===== src/rtl/phy_mgmt_pkg.sv =====
package phy_mgmt_pkg;

    typedef enum logic [1:0] {
        SEL_TARGET = 2'd0,
        SEL_CMD    = 2'd1,
        SEL_WDATA  = 2'd2,
        SEL_NONE   = 2'd3
    } shim_sel_e;

    // register indices with special behaviour
    localparam int IDX_CTRL    = 0;
    localparam int IDX_STATUS  = 1;
    localparam int IDX_ID_HI   = 2;
    localparam int IDX_ID_LO   = 3;
    localparam int IDX_ADVERT  = 4;
    localparam int IDX_PARTNER = 5;

    localparam int CTRL_SOFT_RST_BIT = 15;
    localparam int STATUS_LINK_BIT   = 2;

    localparam logic [15:0] ABILITY_SET  = 16'h01E1;
    localparam logic [15:0] PARTNER_KEEP = 16'h01FF;

    // command word bits
    localparam int CMD_SCAN_BIT  = 0;
    localparam int CMD_READ_BIT  = 1;
    localparam int CMD_WRITE_BIT = 2;

    localparam int TGT_REG_LSB = 8;
    localparam int TGT_PHY_LSB = 0;
    localparam int PHY_AW      = 5;

    function automatic logic [15:0] power_on_value(input int idx);
        case (idx)
            IDX_CTRL:   return 16'h1000;
            IDX_STATUS: return 16'h7868;
            IDX_ID_HI:  return 16'h2000;
            IDX_ID_LO:  return 16'h5C90;
            IDX_ADVERT: return ABILITY_SET;
            default:    return 16'h0000;
        endcase
    endfunction

    function automatic logic is_read_only(input int idx);
        return (idx == IDX_STATUS) || (idx == IDX_ID_HI) || (idx == IDX_ID_LO);
    endfunction

endpackage


===== src/rtl/phy_reg_bank.sv =====
module phy_reg_bank
    import phy_mgmt_pkg::*;
#(
    parameter int NREG  = 16,
    parameter int REG_W = 16,
    parameter int IDX_W = 5
) (
    input  logic             clk,
    input  logic             rst_n,
    input  logic             link_up,
    input  logic             wr_en,
    input  logic [IDX_W-1:0] idx,
    input  logic [REG_W-1:0] wr_data,
    output logic [REG_W-1:0] rd_data
);
    localparam int SEL_W = $clog2(NREG);

    typedef struct packed {
        logic [NREG-1:0][REG_W-1:0] regs;
        logic                       link;
    } bank_st_t;

    function automatic bank_st_t boot_state();
        bank_st_t s;
        for (int i = 0; i < NREG; i++) begin
            s.regs[i] = REG_W'(power_on_value(i));
        end
        s.link = 1'b0;
        return s;
    endfunction

    localparam bank_st_t BOOT = boot_state();

    bank_st_t st_d, st_q;
    logic     in_range;
    logic     soft_rst;
    logic     link_apply;

    assign in_range = (int'(idx) < NREG);

    always_comb begin
        st_d     = st_q;
        soft_rst = 1'b0;
        if (wr_en && in_range) begin
            if (int'(idx) == IDX_CTRL && wr_data[CTRL_SOFT_RST_BIT]) begin
                soft_rst = 1'b1;
                st_d.regs = BOOT.regs;
            end else if (!is_read_only(int'(idx))) begin
                st_d.regs[idx[SEL_W-1:0]] = wr_data;
            end
        end
        st_d.link  = link_up;
        link_apply = soft_rst || (link_up != st_q.link);
        if (link_apply) begin
            if (link_up) begin
                st_d.regs[IDX_STATUS][STATUS_LINK_BIT] = 1'b1;
                st_d.regs[IDX_PARTNER] = st_d.regs[IDX_PARTNER] | REG_W'(ABILITY_SET);
            end else begin
                st_d.regs[IDX_STATUS][STATUS_LINK_BIT] = 1'b0;
                st_d.regs[IDX_PARTNER] = st_d.regs[IDX_PARTNER] & REG_W'(PARTNER_KEEP);
            end
        end
    end

    always_ff @(posedge clk) begin
        if (!rst_n) st_q <= BOOT;
        else        st_q <= st_d;
    end

    assign rd_data = in_range ? st_q.regs[idx[SEL_W-1:0]] : '0;

endmodule


===== src/rtl/phy_mgmt_shim.sv =====
module phy_mgmt_shim
    import phy_mgmt_pkg::*;
#(
    parameter int REG_W    = 16,
    parameter int IDX_W    = 5,
    parameter int PHY_ADDR = 1
) (
    input  logic             clk,
    input  logic             rst_n,
    input  logic             link_up,
    input  logic             we,
    input  logic [1:0]       sel,
    input  logic [REG_W-1:0] wdata,
    input  logic [REG_W-1:0] bank_rd_data,
    output logic             bank_wr_en,
    output logic [IDX_W-1:0] bank_idx,
    output logic [REG_W-1:0] bank_wr_data,
    output logic             phy_hit,
    output logic [REG_W-1:0] rd_data,
    output logic             link_fail
);
    typedef struct packed {
        logic [IDX_W-1:0]  reg_idx;
        logic [PHY_AW-1:0] phy;
        logic              scan;
        logic [REG_W-1:0]  wbuf;
        logic [REG_W-1:0]  rbuf;
        logic              fail;
        logic              link;
    } shim_st_t;

    shim_st_t st_d, st_q;

    assign phy_hit  = (st_q.phy == PHY_AW'(PHY_ADDR));
    assign bank_idx = st_q.reg_idx;

    always_comb begin
        st_d         = st_q;
        bank_wr_en   = 1'b0;
        bank_wr_data = st_q.wbuf;
        st_d.link    = link_up;
        if (st_q.scan && (link_up != st_q.link)) begin
            st_d.fail = !link_up;
        end
        if (we) begin
            case (shim_sel_e'(sel))
                SEL_TARGET: begin
                    st_d.reg_idx = wdata[TGT_REG_LSB +: IDX_W];
                    st_d.phy     = wdata[TGT_PHY_LSB +: PHY_AW];
                end
                SEL_CMD: begin
                    st_d.scan = wdata[CMD_SCAN_BIT];
                    if (wdata[CMD_WRITE_BIT] && phy_hit) begin
                        bank_wr_en = 1'b1;
                    end
                    if (wdata[CMD_READ_BIT]) begin
                        st_d.rbuf = phy_hit ? bank_rd_data : '1;
                        st_d.fail = !link_up;
                    end
                end
                SEL_WDATA: begin
                    st_d.wbuf = wdata;
                    if (phy_hit) begin
                        bank_wr_en   = 1'b1;
                        bank_wr_data = wdata;
                    end
                end
                default: ;
            endcase
        end
    end

    always_ff @(posedge clk) begin
        if (!rst_n) st_q <= '0;
        else        st_q <= st_d;
    end

    assign rd_data   = st_q.rbuf;
    assign link_fail = st_q.fail;

endmodule


===== src/rtl/phy_mgmt_regfile.sv =====
module phy_mgmt_regfile
    import phy_mgmt_pkg::*;
#(
    parameter int NREG     = 16,
    parameter int REG_W    = 16,
    parameter int IDX_W    = 5,
    parameter int PHY_ADDR = 1
) (
    input  logic             clk,
    input  logic             rst_n,
    input  logic             link_up_i,
    input  logic             sh_we_i,
    input  logic [1:0]       sh_sel_i,
    input  logic [REG_W-1:0] sh_wdata_i,
    output logic [REG_W-1:0] rd_data_o,
    output logic             link_fail_o
);
    logic             bank_wr_en;
    logic [IDX_W-1:0] bank_idx;
    logic [REG_W-1:0] bank_wr_data;
    logic [REG_W-1:0] bank_rd_data;
    logic             phy_hit;

    phy_mgmt_shim #(
        .REG_W(REG_W), .IDX_W(IDX_W), .PHY_ADDR(PHY_ADDR)
    ) u_shim (
        .clk(clk), .rst_n(rst_n), .link_up(link_up_i),
        .we(sh_we_i), .sel(sh_sel_i), .wdata(sh_wdata_i),
        .bank_rd_data(bank_rd_data), .bank_wr_en(bank_wr_en),
        .bank_idx(bank_idx), .bank_wr_data(bank_wr_data),
        .phy_hit(phy_hit), .rd_data(rd_data_o), .link_fail(link_fail_o)
    );

    phy_reg_bank #(
        .NREG(NREG), .REG_W(REG_W), .IDX_W(IDX_W)
    ) u_bank (
        .clk(clk), .rst_n(rst_n), .link_up(link_up_i),
        .wr_en(bank_wr_en), .idx(bank_idx), .wr_data(bank_wr_data),
        .rd_data(bank_rd_data)
    );

endmodule


===== config.mk =====
export PLATFORM = sky130hd
export DESIGN_NAME = phy_mgmt_regfile
export DESIGN_NICKNAME = d
export VERILOG_FILES = /design/src/rtl/phy_mgmt_pkg.sv /design/src/rtl/phy_reg_bank.sv /design/src/rtl/phy_mgmt_shim.sv /design/src/rtl/phy_mgmt_regfile.sv
export SDC_FILE = /design/constraint.sdc
export NUM_CORES = 1
export LEC_CHECK = 0
export BUFFER_PORTS_ARGS = -buffer_cell sky130_fd_sc_hd__buf_2
export CORE_AREA = 10 10 144 159
export CTS_CLUSTER_DIAMETER = 30
export CTS_CLUSTER_SIZE = 8
export DETAILED_ROUTE_END_ITERATION = 8
export DIE_AREA = 0 0 154 169
export PLACE_DENSITY = 0.85
export SKIP_LAST_GASP = 1
export SLEW_MARGIN = 15
export SYNTH_ARGS = -nofsm -noshare
export SYNTH_HDL_FRONTEND = slang
export SYNTH_HIERARCHICAL = 1
export SYNTH_SLANG_ARGS = --single-unit

===== constraint.sdc =====
create_clock -name clk -period 8.6 [get_ports clk]
set_input_delay 1.29 -clock clk [delete_from_list [all_inputs] [get_ports clk]]
set_output_delay 1.29 -clock clk [all_outputs]
set_load 0.02 [all_outputs]

==> results <==
- The flow ran to the end, and the final reports show no timing, DRC or antenna violations.
- The sequential power share is 0.412.
- The post-route clock skew is 0.0147 ns.
- The post-synthesis cell count is 1141.
- The start-to-end type of the worst setup path is in2reg.
- For this run, the detailed router's first-pass iteration total came to 6.
- The pre-CTS worst setup slack is 3.55 ns.
- Gates resized during post-CTS repair numbered 0.
- The worst path needs 4.47 ns of the cycle, external delays included.
- Dividing the final minimum period by the clock period gives 0.520.
- The fraction of layout cells with a size suffix above 1 is 0.202.
- The critical path's slowest cell is sky130_fd_sc_hd__a21oi_1.
- The data arrival time of the critical path is 4.96 ns.
- Entering global routing, the biggest net connects 61 pins.
- In this run the tightest slew margin relative to its limit is 0.194.
- The switching component of the power is 0.752 mW.
- Buffers inserted during clock tree synthesis total 50.
- The number of setup violations in the final report is 0.
- Tracing the worst setup path back leads to its startpoint at sh_sel_i[0].
- Of the total power, the share spent switching nets is 0.218.
- After detailed routing, the total wire length is 35000 um.
- The nature of the critical path startpoint is an input port.
- The post-detailed-route via-to-cell ratio is 7.04.
- The number of cells in the finished layout apart from fillers is 1406.
- Setup repair after global routing left no endpoint under its margin.
- The count of endpoints failing hold in the final timing report came to 0.
- Once placement completed, the tool counted placed cells totaling 1330.
- The share of power burned in combinational logic is 0.042.
- The count of buffers added by post-CTS timing repair for setup is 0.
- The cell area after placement is 12500 um^2.
- The number of global-route vias before repair is 9676.
- In this run the vertical extent of the chip is 169 um.
- The total design power is 3.46 mW.
- The final worst-path setup slack is 4.13 ns.
- The leakage power of the design is 5.19 nW.
- The initial core utilization is 0.635.
- Summing all non-filler instances in the final layout gives an area of 14100 um^2.
- The count of input and output buffers is 38.
- The number of placement rows is 54.
- Max-cap violations in this run came to 0.
- Pin placement for this block handled 39 I/O pins.
- The clock tree from TritonCTS is yes.
- The power density of the placed cells is 244 nW/um^2.
- The transition at the pin with the smallest max-transition slack is 1.20 ns.
- The wire length per cell is 24.9 um.
- The maximum vdd drop is 0.000224 V.
- STA classifies the critical path endpoint as a flip-flop.
- Hold repair after CTS inserted 0 buffers.
- The root buffer cell is sky130_fd_sc_hd__clkbuf_16.
- Clock-pin slew was measured on the worst setup and hold paths at 0.04 ns.
- The first global-routing pass estimated 55300 um of wire.
- The worst hold margin is 0.436 ns.
- Clock tree synthesis found a total of 302 sinks.
- Along the worst hold path, the cell count comes to 1.
- The count of nets left with antenna violations once routing finished came out at 0.
- Summed over all layers, the global routing overflow is 0.
- The upper clock frequency limit is 0.224 GHz.
- Measured in cells, the most critical reg-to-reg path has a length of 7.
- Each instance of the synthesized netlist takes up on average 10.9 um^2.
- When the netlist entered floorplanning its net count stood at 1166.
- Detailed placement finished with a half-perimeter wire length of 22100 um.
- The initial antenna violation count was 1.
- At the end of the flow the core is filled with cells to 0.719.
- The cell-internal power is 2.70 mW.
- The area growth from synthesis to layout is 13.4%.
- The DRC marker count from the first detailed-route iteration is 1448.
- The number of inserted diodes is 0.
- The die extent in x is 154 um.
- For this run, the total global-route usage over all layers was measured as 0.261.
- Walking the worst path, the cells encountered are buf_2 -> inv_1 -> ha_1 -> and2_4 -> nand4_4 -> mux2_2 -> nor3_2 -> o22ai_2 -> a21oi_1 -> a22o_1.
- For this run, the number of Yosys warnings is 6.
- Of the total power, the clock network draws 0.546.
- The maximum net fanout on the critical path is 17.
- The setup TNS after final layout is 0 ns.
- The floorplan core area is 19700 um^2.
- The total number of H-tree levels is 2.
- At the end of routability-driven placement, the weighted congestion stood at 0.898.
- The maximum single-stage delay on the critical path is 0.83 ns.
- At the end of the flow, the number of nets in the layout was 1155.
- The classification of the worst-slack hold path is reg2reg.
- The launch point of the worst hold path is u_bank/st_q[53].
- The clock insertion delay at the later pin of the skew report is 0.55 ns.
- The total die area is 26000 um^2.
- At the worst endpoint, the required time is 9.08 ns.
- The detailed-route DRC error count is 0.
- The number of buffers on the longest clock path is 3.
- The netlist area before placement is 12500 um^2.
- The number of slew-limit violations in the final report is 0.
- In this run the critical register-to-register path is launched from u_shim/st_q[36].
- The vias after detailed routing is 9900.
## cell usage in the layout, fill, tap and decap left out, drive strengths merged, types with 2 or more instances in the layout
master	instances
nand2	79
nand3	14
or2	3
o2bb2ai	72
dfxtp	302
mux2i	33
mux4	32
a211oi	5
a22o	70
bufinv	3
o21bai	2
a22oi	32
nor3b	3
a32o	30
o22ai	19
or3	4
a32oi	10
nor3	3
a21oi	54
nor2	35
inv	9
clkbuf	66
nor4	2
a221o	12
nand4	3
and2	40
buf	53
nand2b	37
o21ai	21
clkinv	5
nor2b	6
o221ai	8
and3	2
mux2	48
o311a	16
a31oi	2
nand3b	2
ha	3
o211a	5
## path summary, 6_finish.rpt
check	end	slack [ns]
hold / removal	u_bank/st_q[53]	0.44
setup / recovery	u_bank/st_q[77]	4.13
hold reg to reg	u_bank/st_q[53]	0.44
setup reg to reg	u_bank/st_q[77]	4.92
## cell type report
class | count | area (um^2)
Sequential cell | 302 | 6050
Multi-Input combinational cell | 715 | 5850
Fill cell | 1267 | 5520
Clock buffer | 66 | 1440
Tap cell | 252 | 315
Timing Repair Buffer | 53 | 303
Clock inverter | 10 | 150
Inverter | 8 | 30.0
## critical path: cells and delay by family
| kind | cells | cell delay [ns] |
|---|---|---|
| AOI/OAI and AO/OA | 3 | 1.40 |
| adders and majority gates | 1 | 0.19 |
| buffers and inverters | 2 | 0.19 |
| muxes | 1 | 0.46 |
| and+or+nand+nor | 3 | 1.42 |
## power groups by stage
stage	Sequential, mW	Combinational [mW]	Clock [mW]
5_1_grt	1.42	0.154	1.96
4_1_cts	1.42	0.140	1.90
3_5_place_dp	1.45	0.138	0
6_report	1.42	0.144	1.89
2_1_floorplan	1.44	0.108	0
3_3_place_gp	1.45	0.135	0
## flip-flops by register name (all words and copies together), names as in the netlist
signal	flops
u_bank/st_q	257
u_shim/bank_idx	5
u_shim/link_fail	1
u_shim/rd_data	16
u_shim/st_q	23
## metal layers
layer	vias up	wire, um	GRT usage
met5	-	13	0
met4	2	1660	0.137
met3	152	3880	0.0646
met2	660	16000	0.404
met1	4774	13400	0.329
li1	4312	-	-
(Power assumes the default switching activity.)
